==> config.mk <==
export PLATFORM = sky130hd
export DESIGN_NAME = asram_ctrl
export DESIGN_NICKNAME = d
export VERILOG_FILES = /design/src/rtl/asram_pkg.sv /design/src/rtl/asram_ctl.sv /design/src/rtl/asram_dp.sv /design/src/rtl/asram_ctrl.sv
export SDC_FILE = /design/constraint.sdc
export NUM_CORES = 1
export LEC_CHECK = 0
export ABC_AREA = 1
export CAP_MARGIN = 30
export CORE_UTILIZATION = 42
export DETAILED_ROUTE_END_ITERATION = 10
export MAX_ROUTING_LAYER = met4
export PLACE_DENSITY_LB_ADDON = 0.1
export SYNTH_ARGS = -nofsm -noshare
export SYNTH_HDL_FRONTEND = slang
export SYNTH_SLANG_ARGS = --single-unit
==> constraint.sdc <==
create_clock -name clk -period 1.3 [get_ports clk]
set_input_delay 0.195 -clock clk [delete_from_list [all_inputs] [get_ports clk]]
set_output_delay 0.195 -clock clk [all_outputs]
set_load 0.02 [all_outputs]
==> src/rtl/asram_pkg.sv <==
package asram_pkg;
  typedef enum logic [2:0] {
    ST_IDLE, ST_RD_ACC, ST_RD_FLOAT, ST_WR_TURN, ST_WR_DATA, ST_WR_HOLD
  } phase_t;

  typedef struct packed {
    logic ceN;
    logic oeN;
    logic weN;
    logic drvEn;
    logic take;
    logic capture;
  } strobe_t;
endpackage

==> src/rtl/asram_ctl.sv <==
module asram_ctl
  import asram_pkg::*;
#(
  parameter int RD_ACC_CYC   = 3,
  parameter int TURN_CYC     = 2,
  parameter int WR_PULSE_CYC = 3,
  parameter int WR_HOLD_CYC  = 1
) (
  input  logic    clk,
  input  logic    rstN,
  input  logic    reqValid,
  input  logic    reqWrite,
  output logic    reqReady,
  output strobe_t strb
);
  localparam int MAX_A = (RD_ACC_CYC > TURN_CYC) ? RD_ACC_CYC : TURN_CYC;
  localparam int MAX_B = (WR_PULSE_CYC > WR_HOLD_CYC) ? WR_PULSE_CYC : WR_HOLD_CYC;
  localparam int MAX_C = (MAX_A > MAX_B) ? MAX_A : MAX_B;
  localparam int CNT_W = (MAX_C > 1) ? $clog2(MAX_C) : 1;

  phase_t            phase, phaseNxt;
  logic [CNT_W-1:0]  cnt, cntNxt;
  logic              cntDone;

  assign cntDone = (cnt == '0);

  always_comb begin
    phaseNxt = phase;
    cntNxt   = cntDone ? cnt : cnt - 1'b1;
    unique case (phase)
      ST_IDLE: if (reqValid) begin
        phaseNxt = reqWrite ? ST_WR_TURN : ST_RD_ACC;
        cntNxt   = reqWrite ? CNT_W'(TURN_CYC - 1) : CNT_W'(RD_ACC_CYC - 1);
      end
      ST_RD_ACC: if (cntDone) begin
        phaseNxt = ST_RD_FLOAT;
        cntNxt   = CNT_W'(TURN_CYC - 1);
      end
      ST_RD_FLOAT: if (cntDone) phaseNxt = ST_IDLE;
      ST_WR_TURN: if (cntDone) begin
        phaseNxt = ST_WR_DATA;
        cntNxt   = CNT_W'(WR_PULSE_CYC - 1);
      end
      ST_WR_DATA: if (cntDone) begin
        phaseNxt = ST_WR_HOLD;
        cntNxt   = CNT_W'(WR_HOLD_CYC - 1);
      end
      ST_WR_HOLD: if (cntDone) phaseNxt = ST_IDLE;
      default: phaseNxt = ST_IDLE;
    endcase
  end

  always_ff @(posedge clk or negedge rstN) begin
    if (!rstN) begin
      phase <= ST_IDLE;
      cnt   <= '0;
    end else begin
      phase <= phaseNxt;
      cnt   <= cntNxt;
    end
  end

  always_comb begin
    strb.ceN     = !(phase inside {ST_RD_ACC, ST_WR_TURN, ST_WR_DATA, ST_WR_HOLD});
    strb.oeN     = (phase != ST_RD_ACC);
    strb.weN     = !(phase inside {ST_WR_TURN, ST_WR_DATA});
    strb.drvEn   = (phase inside {ST_WR_DATA, ST_WR_HOLD});
    strb.take    = (phase == ST_IDLE) && reqValid;
    strb.capture = (phase == ST_RD_ACC) && cntDone;
  end

  assign reqReady = (phase == ST_IDLE);

  // the pads are never driven while the RAM output buffers are enabled
  p_no_contention_r9: assert property (@(posedge clk) disable iff (!rstN)
    !(strb.drvEn && !strb.oeN));

  // output enable falls only after an undriven cycle
  p_oe_gap_r9: assert property (@(posedge clk) disable iff (!rstN)
    $fell(strb.oeN) |-> !$past(strb.drvEn));

  // a taken request makes the block busy on the next cycle
  p_busy_after_take_r2: assert property (@(posedge clk) disable iff (!rstN)
    strb.take |=> !reqReady);

  // write enable rises while chip enable is still low
  p_we_ends_write_r8: assert property (@(posedge clk) disable iff (!rstN)
    $rose(strb.weN) |-> !strb.ceN && strb.drvEn);
endmodule

==> src/rtl/asram_dp.sv <==
module asram_dp
  import asram_pkg::*;
#(
  parameter int ADDR_W = 15,
  parameter int DATA_W = 8
) (
  input  logic              clk,
  input  logic              rstN,
  input  strobe_t           strb,
  input  logic [ADDR_W-1:0] reqAddr,
  input  logic [DATA_W-1:0] reqWdata,
  output logic              rdValid,
  output logic [DATA_W-1:0] rdData,
  output logic [ADDR_W-1:0] memAddr,
  output logic              memCeN,
  output logic              memOeN,
  output logic              memWeN,
  output logic [DATA_W-1:0] memDout,
  output logic              memDoutEn,
  input  logic [DATA_W-1:0] memDin
);
  logic [ADDR_W-1:0] addrQ;
  logic [DATA_W-1:0] wdataQ;

  always_ff @(posedge clk or negedge rstN) begin
    if (!rstN) begin
      addrQ   <= '0;
      wdataQ  <= '0;
      rdData  <= '0;
      rdValid <= 1'b0;
    end else begin
      if (strb.take) begin
        addrQ  <= reqAddr;
        wdataQ <= reqWdata;
      end
      if (strb.capture) rdData <= memDin;
      rdValid <= strb.capture;
    end
  end

  assign memAddr   = addrQ;
  assign memDout   = wdataQ;
  assign memDoutEn = strb.drvEn;
  assign memCeN    = strb.ceN;
  assign memOeN    = strb.oeN;
  assign memWeN    = strb.weN;

  // the address lines stay put while the chip is selected
  p_addr_stable_r2: assert property (@(posedge clk) disable iff (!rstN)
    (!memCeN && $past(!memCeN)) |-> $stable(memAddr));

  // the driven byte does not move across the end of the write
  p_data_hold_r8: assert property (@(posedge clk) disable iff (!rstN)
    $rose(memWeN) |-> $stable(memDout));

  // read-valid is a single-cycle pulse
  p_rdvalid_pulse_r4: assert property (@(posedge clk) disable iff (!rstN)
    rdValid |=> !rdValid);
endmodule

==> src/rtl/asram_ctrl.sv <==
module asram_ctrl
  import asram_pkg::*;
#(
  parameter int ADDR_W       = 15,
  parameter int DATA_W       = 8,
  parameter int RD_ACC_CYC   = 3,
  parameter int TURN_CYC     = 2,
  parameter int WR_PULSE_CYC = 3,
  parameter int WR_HOLD_CYC  = 1
) (
  input  logic              clk,
  input  logic              rstN,
  input  logic              reqValid,
  output logic              reqReady,
  input  logic              reqWrite,
  input  logic [ADDR_W-1:0] reqAddr,
  input  logic [DATA_W-1:0] reqWdata,
  output logic              rdValid,
  output logic [DATA_W-1:0] rdData,
  output logic [ADDR_W-1:0] memAddr,
  output logic              memCeN,
  output logic              memOeN,
  output logic              memWeN,
  output logic [DATA_W-1:0] memDout,
  output logic              memDoutEn,
  input  logic [DATA_W-1:0] memDin
);
  strobe_t strb;

  asram_ctl #(
    .RD_ACC_CYC(RD_ACC_CYC), .TURN_CYC(TURN_CYC),
    .WR_PULSE_CYC(WR_PULSE_CYC), .WR_HOLD_CYC(WR_HOLD_CYC)
  ) u_ctl (
    .clk(clk), .rstN(rstN), .reqValid(reqValid), .reqWrite(reqWrite),
    .reqReady(reqReady), .strb(strb)
  );

  asram_dp #(.ADDR_W(ADDR_W), .DATA_W(DATA_W)) u_dp (
    .clk(clk), .rstN(rstN), .strb(strb), .reqAddr(reqAddr), .reqWdata(reqWdata),
    .rdValid(rdValid), .rdData(rdData), .memAddr(memAddr), .memCeN(memCeN),
    .memOeN(memOeN), .memWeN(memWeN), .memDout(memDout), .memDoutEn(memDoutEn),
    .memDin(memDin)
  );
endmodule

[Word level (Yosys, flattened, before mapping)]
Cells that the tools add are included.
W data, S select, Z words.
Cells by class
  add/sub/neg operators: 1
  equal/unequal tests: 11
  muxes and demuxes: 14
  reduce and logical (&&, ||, !) cells: 11
Operators with widths (count)
  $mux W3: 5
  $pmux W3 S5: 1
  $mux W2: 7
  $ne A2 B1 Y1 const B: 4
  $pmux W2 S4: 1
  $eq A3 B2 Y1 const B: 2
  $eq A3 B3 Y1 const B: 2
  $reduce_and A5 Y1: 1
  $reduce_bool A2 Y1: 2
  $reduce_bool A4 Y1: 1
  $eq A3 B1 Y1 const B: 1
  $logic_not A3 Y1: 1
  $ne A3 B1 Y1 const B: 1
  $logic_and A1 B1 Y1: 2
  $logic_not A1 Y1: 2
  $logic_not A2 Y1: 1
  $ne A2 B2 Y1 const B: 1
  $reduce_or A2 Y1: 1
  $sub A2 B1 Y2 const B: 1
Word-level totals
  register bits after elaboration: 37
  bits of input ports: 35
  word-level logic and storage cells: 43

[Longest topological paths before layout]
Gate-level depths: netlist (run 1).
  depth after elaboration: 4
  mapped depth: 8
  mapped depth without buffers: 8

[Modules after synthesis]
Synthesis (run 1) repeated with hierarchy kept, for this count alone.
Unflattened totals
  cells, all modules: 204
  area total of the unflattened synthesis: 1705.4 µm²
Modules (own cells, without submodules)
  asram_dp: instances 1, cells each 136, area an instance 1229.9 µm², seq. area each 800.8 µm²
  asram_ctl: instances 1, cells each 68, area an instance 475.5 µm², seq. area each 125.1 µm²

[Least setup slack after synthesis (run 1)]
No wires, ideal clock.
  kind: flip-flop to output port
  start point: register u_ctl.phase[2]
  end point: output memCeN
  arrival: 1.065 ns
  path slack: 0.040 ns
  cell stages (with the launch flop): 5
  path buffers: 1
  path through: dfrtp_1 -> buf_4 -> inv_2 -> nor2_1 -> nor2_1
Between the ends
  cells in the longest elaborated chain, start to end: 3
  elaborated cells on any way between the ends: 6
  those cells by class: 4 x eq/ne; 2 x reduce/logical
RTL lines
  start, declared: line asram_ctl.sv:21  | phase_t phase, phaseNxt;
  start signal, assigned: line asram_ctl.sv:58  | phase <= phaseNxt;
  $eq A3 B1 Y1 (tied with other cells): line asram_ctl.sv:64  | strb.ceN = !(phase inside {ST_RD_ACC, ST_WR_TURN, ST_WR_DATA, ST_WR_HOLD});
  $reduce_bool A4 Y1 *: line asram_ctl.sv:64
  $logic_not A1 Y1 *: line asram_ctl.sv:64
  end, declared: line asram_ctrl.sv:21  | output logic memCeN,
Every way passes the cells marked *; elsewhere a longest branch is shown, timed or not.

[Final worst setup path (run 1)]
  start point: register u_ctl.phase[0]
  end point: output reqReady
Between the ends
  cells in the longest elaborated chain, start to end: 1
RTL lines
  $logic_not A3 Y1: line asram_ctl.sv:72  | assign reqReady = (phase == ST_IDLE);
  end, declared: line asram_ctrl.sv:14  | output logic reqReady,
Every way passes these cells.

==> flow_summary_export.csv, run 1 <==
group,metric,value,unit
run_status,status,"finished, violations left",
run_status,violations,"setup timing",
sta,tightest_slew,412,ps
worst_setup_path,endpoint_kind,"output port",
synth,postSynthAreaPerCell,8.32,um^2
worst_setup_path,cp.required,1110,ps
worst_setup_path,r2r_slack,0,ps
placement,portBuffers,71,
clock_tree,clock_latency,270,ps
worst_setup_path,cp_data_arrival_time,1220,ps
placement,dpl_cell_area,2560,um^2
final_layout,synthToLayoutAreaGrowth,65.4,%
hold_path,hold_class,"input pin to asynchronous set/reset pin",
sta,final-setup-viol-count,6,
placement,gp_congestion,0.878,
route,ant_nets,0,
sta,min_period,1420,ps
die,dieArea,4300,um^2
synth,ys_seq_area_frac,0.545,
final_layout,regArea,930,um^2
worst_setup_path,reg2reg_from,"u_ctl.phase[1]$_DFFE_PN0P_",
die,rows,22,
synth,postSynthCellCount,204,
synth,synthesis.area,1700,um^2
global_route,grt_pass1_wl,6580,um
clock_tree,cts_tree,"done",
global_route,grt_usage,0.205,
clock_tree,clock-sinks,37,
power_and_ir_drop,cellLeakagePower,1.52,nW
clock_tree,ctsHtreeMaxLevel,2,
die,start_util,0.450,
flow_run,drv_cap,0,
clock_tree,clk_pin_slew,70,ps
sta,clock.fmax,706,MHz
sta,layout_setup_ws,-117,ps
global_route,grt_max_degree,24,
route,drtIter0Drc,68,
worst_setup_path,crit_type,"flip-flop to output port",
clock_tree,clock-root-buffer,"clkbuf_8",
route,wl,4200,um
final_layout,most-common-layout-cells,"nand2_1 (104), dfrtp_1 (34), clkdlybuf4s50_1 (33)",
worst_setup_path,start_kind,"flip-flop",
sta,maxSlewViolCount,0,
final_layout,final_common_cell,"nand2_1",
sta,slew-limit-headroom,0.725,
final_layout,drive_gt1_frac,0.255,
clock_tree,cts_buffers,5,
synth,yosys_warnings,0,
sta,fin_crit_sh,1.09,
worst_setup_path,reg2reg_depth,6,
die,coreArea,3770,um^2
power_and_ir_drop,ir_drop,1660,uV
synth,ys_ff_latch,37,
route,drc_errors,0,
final_layout,diodes,0,
clock_tree,cts.path.max_buffers,2,
final_layout,fillers,311,
placement,dp_hpwl,2980,um
final_layout,multi_input_area,756,um^2
sta,rsz0062_at_grt,"true",
global_route,antenna_found_initial,0,
sta,hold_viol,0,
worst_setup_path,crit_fanout,3,
power_and_ir_drop,powerDensity,2390,nW/um^2
global_route,grt_pass1_vias,1504,
route,viasPerCell,4.54,
die,dieHeight,65.6,um
global_route,grt_overflow,0,
die,die_width,65.6,um
synth,syn_nets,245,
route,wl_per_cell,11.9,um
sta,holdWs,379,ps
sta,fin_skew,3.77,ps
worst_setup_path,reg2reg_to,"u_dp.memAddr[4]$_DFFE_PN0P_",
die,ios,72,
route,dr.pass1.iters,4,
synth,yosys.cell_types.count,17,
route,num_vias,1607,
final_layout,design_area,2810,um^2
final_layout,nets,346,
[Yosys cell counts]
cell	n	area, um^2
a21oi_1	1	5.00
buf_2	2	10.0
buf_4	1	7.51
buf_6	2	22.5
dfrtp_1	37	926
ha_1	6	75.1
inv_1	6	22.5
inv_2	3	11.3
inv_4	2	12.5
nand2_1	125	469
nand3_1	8	40.0
nand3_4	2	35.0
nand4_1	1	6.26
nor2_1	5	18.8
nor2_4	1	11.3
nor2_8	1	20.0
nor3_1	1	5.00
[cells by family (layout without fill, tap and decap cells)]
kind of cell	Yosys count	after routing	share of synthesized area
compound gates	1	1	0.00294
fa+ha+maj	6	6	0.0442
buf+inv	16	117	0.0508
flops	37	37	0.545
simple gates	144	145	0.357
[worst max-delay path, cell delays in order (launching register included)]
cell and delay [ps]:
dfrtp_2 450, inv_4 100, nand2_1 90, nor2_2 170, buf_6 140
[through the flow]
step	TNS, ps	utilization	power [mW]	setup slack, ps	cells
2_1_floorplan	0	-	3.96	40.2	204
3_3_place_gp	-1730	0.678	5.64	-248	334
3_5_place_dp	-2160	0.678	5.69	-310	334
4_1_cts	-445	0.705	6.32	-142	347
5_1_grt	-1440	0.745	7.16	-160	354
6_report	-243	0.745	6.71	-117	354
[area by class of cell]
cell class,instances,share of cell area
Tap cell,48,0.0214
Timing Repair Buffer,97,0.321
Sequential cell,37,0.331
Clock buffer,7,0.0343
Timing Repair inverter,1,0.00178
Inverter,11,0.0200
Multi-Input combinational cell,152,0.269
Clock inverter,1,0.00178
[timing repair]
| action | CTS | global route |
|---|---|---|
| hold endpoints to repair | 16 | 0 |
| gates resized for setup | 63 | 37 |
| gates cloned | 0 | 2 |
| setup buffers | 4 | 6 |
| hold buffers | 1 | 0 |
| pin swaps | 0 | 14 |
| endpoints found under the setup margin | 57 | 40 |
[routing by layer]
| layer | vias to the layer above | GRT usage | wire (um) | share of wire |
|---|---|---|---|---|
| met3 | 2 | 0.0451 | 189 | 0.045 |
| met2 | 43 | 0.332 | 2040 | 0.49 |
| met5 | - | - | 0 | 0 |
| met1 | 741 | 0.273 | 1960 | 0.47 |
| li1 | 821 | - | - | - |
| met4 | 0 | 0.0245 | 13 | 0.0031 |
[worst max path at each step]
stage / end / startpoint / cells after the start / slack (ps)
after floorplan: memCeN / u_ctl.phase[2]$_DFFE_PN0P_ / 4 / 40
final: reqReady / u_ctl.phase[0]$_DFFE_PN0P_ / 4 / -120
after detailed placement: reqReady / u_ctl.phase[0]$_DFFE_PN0P_ / 4 / -310
after global placement: reqReady / u_ctl.phase[0]$_DFFE_PN0P_ / 4 / -250
after CTS: memWeN / u_ctl.phase[0]$_DFFE_PN0P_ / 6 / -140
after global routing: reqReady / u_ctl.phase[0]$_DFFE_PN0P_ / 4 / -160
[power by group]
| group | switching [mW] | leakage, nW | internal (mW) | total, mW |
|---|---|---|---|---|
| clock | 0.389 | 0.0542 | 0.479 | 0.868 |
| sequential | 0.350 | 0.458 | 1.70 | 2.05 |
| combinational | 2.16 | 1.01 | 1.63 | 3.79 |
| total | 2.90 | 1.52 | 3.81 | 6.71 |
[flip-flops by register name (all words and copies together) (netlist names)]
| name | count |
|---|---|
| u_ctl.phase | 3 |
| u_ctl.cnt | 2 |
| u_dp.memAddr | 15 |
| u_dp.rdValid | 1 |
| u_dp.rdData | 8 |
| u_dp.memDout | 8 |
(Power assumes the default switching activity.)
==> run 2, diff against run 1 <==
--- a/config.mk
+++ b/config.mk
@@ -7,6 +7,7 @@
 export LEC_CHECK = 0
 export ABC_AREA = 1
 export CAP_MARGIN = 30
+export CORE_ASPECT_RATIO = 2
 export CORE_UTILIZATION = 42
 export DETAILED_ROUTE_END_ITERATION = 10
 export MAX_ROUTING_LAYER = met4
==> flow_summary_export.csv, run 2 (synthesis gave the netlist of run 1 again) <==
group,metric,value,unit
run_status,status,"finished, violations left",
run_status,violations,"setup timing",
die,dieHeight,91.9,um
power_and_ir_drop,ir_drop,1730,uV
sta,clock.fmax,700,MHz
global_route,grt_pass1_vias,1539,
placement,dpl_cell_area,2570,um^2
final_layout,synthToLayoutAreaGrowth,79.8,%
worst_setup_path,start_kind,"flip-flop",
worst_setup_path,reg2reg_depth,7,
final_layout,regArea,928,um^2
flow_run,drv_cap,0,
route,ant_nets,0,
sta,slew-limit-headroom,0.842,
final_layout,fin_util,0.794,
clock_tree,cts_tree,"done",
final_layout,nets,348,
clock_tree,cts.path.max_buffers,2,
worst_setup_path,reg2reg_from,"u_ctl.phase[1]$_DFFE_PN0P_",
route,drtIter0Drc,28,
placement,dp_hpwl,3110,um
route,num_vias,1687,
global_route,grt_max_degree,38,
clock_tree,ctsHtreeMaxLevel,2,
clock_tree,clk_pin_slew,70,ps
clock_tree,clock_latency,280,ps
worst_setup_path,crit_type,"flip-flop to output port",
sta,fin_skew,4.62,ps
final_layout,most-common-layout-cells,"nand2_1 (75), dfrtp_1 (35), clkdlybuf4s50_1 (33)",
global_route,grt_usage,0.224,
final_layout,drive_gt1_frac,0.342,
final_layout,diodes,0,
final_layout,multi_input_area,923,um^2
sta,layout_setup_ws,-129,ps
worst_setup_path,endpoint_kind,"output port",
sta,setup_tns,-507,ps
worst_setup_path,crit_fanout,4,
sta,final-setup-viol-count,21,
clock_tree,clock-root-buffer,"clkbuf_8",
route,drc_errors,0,
placement,gp_congestion,0.843,
route,wl_per_cell,13.8,um
sta,tightest_slew,238,ps
route,viasPerCell,4.71,
final_layout,design_area,3050,um^2
sta,min_period,1430,ps
sta,rsz0062_at_grt,"true",
clock_tree,clock-sinks,37,
final_layout,largest_reg_flops,15,
die,dieArea,4320,um^2
final_layout,final_common_cell,"nand2_1",
die,start_util,0.442,
power_and_ir_drop,powerDensity,2380,nW/um^2
global_route,antenna_found_initial,0,
global_route,grt_overflow,0,
worst_setup_path,reg2reg_to,"u_dp.memAddr[5]$_DFFE_PN0P_",
hold_path,hold_class,"input pin to asynchronous set/reset pin",
route,wl,4930,um
sta,hold_viol,0,
clock_tree,cts_buffers,5,
sta,fin_crit_sh,1.10,
worst_setup_path,cp.required,1110,ps
global_route,grt_pass1_wl,6780,um
die,rows,32,
worst_setup_path,r2r_slack,-40,ps
die,die_width,47.0,um
sta,maxSlewViolCount,0,
power_and_ir_drop,cellLeakagePower,1.68,nW
placement,portBuffers,71,
worst_setup_path,crit_path_end,"memWeN",
worst_setup_path,cp_data_arrival_time,1230,ps
die,ios,72,
die,coreArea,3840,um^2
worst_setup_path,critical_path.startpoint,"u_ctl.phase[0]$_DFFE_PN0P_",
route,dr.pass1.iters,4,
final_layout,fillers,290,
[run 2: critical path, stage by stage (launching register included)]
cell	delay, ps
dfrtp_1	420
inv_2	100
nor2_8	110
nand2_1	60
nand2_1	70
inv_1	40
buf_2	150
[run 2: how the worst min path moves through the flow]
stage	to	slack, ps	startpoint
2_1_floorplan	u_ctl.cnt[0]$_DFF_PN0_	-100	rstN
3_3_place_gp	u_ctl.phase[2]$_DFFE_PN0P_	180	rstN
3_5_place_dp	u_ctl.phase[2]$_DFFE_PN0P_	180	rstN
4_1_cts	u_ctl.phase[2]$_DFFE_PN0P_	400	rstN
5_1_grt	u_ctl.phase[2]$_DFFE_PN0P_	420	rstN
6_report	u_ctl.phase[2]$_DFFE_PN0P_	390	rstN
[run 2: layer usage]
layer,wire (um),part of all wire,vias up,GRT usage
met1,1710,0.35,794,0.247
li1,-,-,826,-
met4,77,0.016,0,0.0929
met3,150,0.030,8,0.0394
met5,0,0,-,-
met2,2990,0.61,59,0.376
[run 2: metrics by stage]
| stage | hold WS, ps | cells | total power, mW | setup WS (ps) |
|---|---|---|---|---|
| after floorplan | -101 | 204 | 3.96 | 40.2 |
| after global placement | 175 | 339 | 5.71 | -257 |
| after detailed placement | 175 | 339 | 5.75 | -275 |
| after CTS | 401 | 348 | 6.43 | -146 |
| after global routing | 423 | 358 | 7.72 | -201 |
| final | 394 | 358 | 7.26 | -129 |
[run 2: timing repair]
item                                    4_1_cts  5_1_grt
gates resized for setup                      63       89
endpoints found under the setup margin       58       34
setup buffers                                 1        4
pin swaps                                     2       17
endpoints found under the hold margin        37        0
cloned                                        0        6
hold buffers                                  1        0
[run 2: final cells by class]
class | instances | share of cell area
sequential | 37 | 0.304
timing repair inverter | 4 | 0.0176
inverter | 11 | 0.0193
multi-input combinational | 152 | 0.302
clock buffer | 5 | 0.0225
clock inverter | 2 | 0.0115
timing repair buffer | 96 | 0.302
tap | 51 | 0.0209
[run 2: where the power goes]
group	internal (mW)	switching, mW
logic	1.78	2.45
registers	1.70	0.366
clock network	0.558	0.406
total	4.04	3.22
==> run 3, diff against run 2 <==
--- a/config.mk
+++ b/config.mk
@@ -8,7 +8,8 @@
 export ABC_AREA = 1
 export CAP_MARGIN = 30
 export CORE_ASPECT_RATIO = 2
-export CORE_UTILIZATION = 42
+export CORE_UTILIZATION = 45
+export CTS_CLUSTER_SIZE = 16
 export DETAILED_ROUTE_END_ITERATION = 10
 export MAX_ROUTING_LAYER = met4
 export PLACE_DENSITY_LB_ADDON = 0.1
==> constraint.sdc (replaced) <==
create_clock -name clk -period 1.7 [get_ports clk]
set_input_delay 0.255 -clock clk [delete_from_list [all_inputs] [get_ports clk]]
set_output_delay 0.255 -clock clk [all_outputs]
set_load 0.02 [all_outputs]
==> flow_summary_export.csv, run 3 (synthesis gave the netlist of run 1 again) <==
group,metric,value,unit
run_status,status,"finished, violations left",
run_status,violations,"hold timing",
power_and_ir_drop,internal_power,2.91,mW
worst_setup_path,reg2reg_from,"u_ctl.phase[0]$_DFFE_PN0P_",
die,start_util,0.471,
clock_tree,ctsHtreeMaxLevel,2,
worst_setup_path,crit_fanout,7,
die,dieArea,4040,um^2
global_route,grt_pass1_wl,6000,um
clock_tree,clock-sinks,37,
sta,fin_crit_sh,0.951,
worst_setup_path,max_stage_delay,470,ps
power_and_ir_drop,ir_drop,1020,uV
die,coreArea,3610,um^2
final_layout,fillers,280,
die,ios,72,
route,drtIter0Drc,27,
global_route,grt_usage,0.214,
placement,gp_congestion,0.857,
clock_tree,cts_tree,"done",
power_and_ir_drop,clockPowerShare,0.158,
final_layout,nets,325,
worst_setup_path,cp.required,1440,ps
worst_setup_path,cp_data_arrival_time,1360,ps
sta,setup_tns,0,ps
power_and_ir_drop,p_sw_frac,0.409,
worst_setup_path,critical_path.startpoint,"u_ctl.phase[1]$_DFFE_PN0P_",
final_layout,synthToLayoutAreaGrowth,52.1,%
clock_tree,cts_buffers,5,
route,ant_nets,0,
power_and_ir_drop,cellLeakagePower,1.32,nW
route,num_vias,1544,
worst_setup_path,critPathSlowestCell,"dfrtp_2",
sta,fin_skew,2.59,ps
sta,tightest_slew,449,ps
clock_tree,clk_pin_slew,70,ps
route,drc_errors,0,
hold_path,hold_class,"input pin to asynchronous set/reset pin",
die,die_width,45.4,um
global_route,grt_max_degree,38,
die,dieHeight,88.9,um
placement,portBuffers,71,
power_and_ir_drop,p_switching,2.02,mW
power_and_ir_drop,p_comb_frac,0.527,
worst_setup_path,cp_cell_sequence,"inv_2 -> buf_4 -> nand2_1 -> dlygate4sd2_1",
route,wl,3770,um
worst_setup_path,crit_type,"flip-flop to output port",
flow_run,drv_cap,0,
sta,min_period,1620,ps
final_layout,multi_input_area,686,um^2
die,rows,31,
final_layout,diodes,0,
final_layout,regArea,928,um^2
route,dr.pass1.iters,4,
sta,rsz0062_at_grt,"false",
clock_tree,cts.path.max_buffers,2,
final_layout,drive_gt1_frac,0.0982,
global_route,grt_overflow,0,
sta,slew-limit-headroom,0.701,
sta,final-setup-viol-count,0,
clock_tree,clock_latency,280,ps
sta,hold_viol,6,
worst_setup_path,endpoint_kind,"output port",
final_layout,largest_reg_flops,15,
sta,maxSlewViolCount,0,
placement,dp_hpwl,2780,um
route,viasPerCell,4.62,
route,wl_per_cell,11.3,um
final_layout,final_common_cell,"nand2_1",
power_and_ir_drop,powerDensity,1910,nW/um^2
power_and_ir_drop,seqPwrFrac,0.315,
worst_setup_path,start_kind,"flip-flop",
global_route,grt_pass1_vias,1445,
sta,holdWs,-9.30,ps
clock_tree,clock-root-buffer,"clkbuf_8",
final_layout,most-common-layout-cells,"nand2_1 (125), clkdlybuf4s50_1 (65), dfrtp_1 (35)",
global_route,antenna_found_initial,0,
sta,clock.fmax,619,MHz
run 3: cell count changes in the layout (fill, tap and decap cells not counted), moves of 4 or more:
| cell | before | now |
|---|---|---|
| nand2_4 | 18 | 0 |
| buf_6 | 6 | 0 |
| dlygate4sd2_1 | 32 | 3 |
| nand2_1 | 75 | 125 |
| nand2_2 | 32 | 0 |
| clkdlybuf4s50_1 | 33 | 65 |
| buf_4 | 17 | 7 |
| clkinv_8 | 4 | 0 |
run 3: repair_timing:
item | CTS | global route
endpoints found under the setup margin | 5 | 2
pin swaps | 0 | 0
hold buffers | 0 | 0
setup buffers | 1 | 0
gates resized for setup | 8 | 3
run 3: stage by stage:
stage	setup slack, ps	util	std cells	total power, mW	cell area (um^2)
2_1_floorplan	380	-	204	3.03	1700
3_3_place_gp	34.1	0.685	325	4.19	2470
3_5_place_dp	23.9	0.685	325	4.22	2470
4_1_cts	11.1	0.718	334	5.00	2590
5_1_grt	30.0	0.716	334	5.29	2580
6_report	83.8	0.716	334	4.93	2580
run 3: final cells by class:
class,count,share of cell area
tap,49,0.0237
clock inverter,1,0.0116
sequential,37,0.359
timing repair buffer,78,0.288
clock buffer,7,0.0334
inverter,11,0.0179
multi-input combinational,151,0.266
run 3: power by group through the flow:
stage | logic, mW | clock network, mW | registers (mW)
2_1_floorplan | 1.04 | 0 | 1.99
3_5_place_dp | 2.65 | 0 | 1.57
4_1_cts | 2.64 | 0.800 | 1.56
5_1_grt | 2.84 | 0.841 | 1.61
6_report | 2.60 | 0.777 | 1.55
3_3_place_gp | 2.63 | 0 | 1.56
run 3: path summary, 6_finish.rpt:
check / slack (ps) / depth (start not counted) / to
max: 80 / 4 / memOeN
min: -9 / 2 / u_ctl.phase[1]$_DFFE_PN0P_
max reg2reg: 330 / 7 / u_dp.memAddr[8]$_DFFE_PN0P_
min reg2reg: 480 / 2 / u_dp.memAddr[12]$_DFFE_PN0P_
max in group asynchronous: 1370 / 2 / u_ctl.phase[2]$_DFFE_PN0P_
min in group clk: 480 / 2 / u_dp.memAddr[12]$_DFFE_PN0P_
run 3: layer usage:
| layer | wire length (um) | share of wire | up-vias | GRT usage |
|---|---|---|---|---|
| li1 | - | - | 784 | - |
| met1 | 1490 | 0.39 | 700 | 0.225 |
| met2 | 2050 | 0.54 | 51 | 0.351 |
| met3 | 142 | 0.038 | 9 | 0.0429 |
| met4 | 90 | 0.024 | 0 | 0.129 |
| met5 | 0 | 0 | - | - |
run 3: critical path: cells and delay by family, from the launching register on:
family        cells  cell delay, ps
flops             1             470
simple gates      1              70
buf+inv           3             540
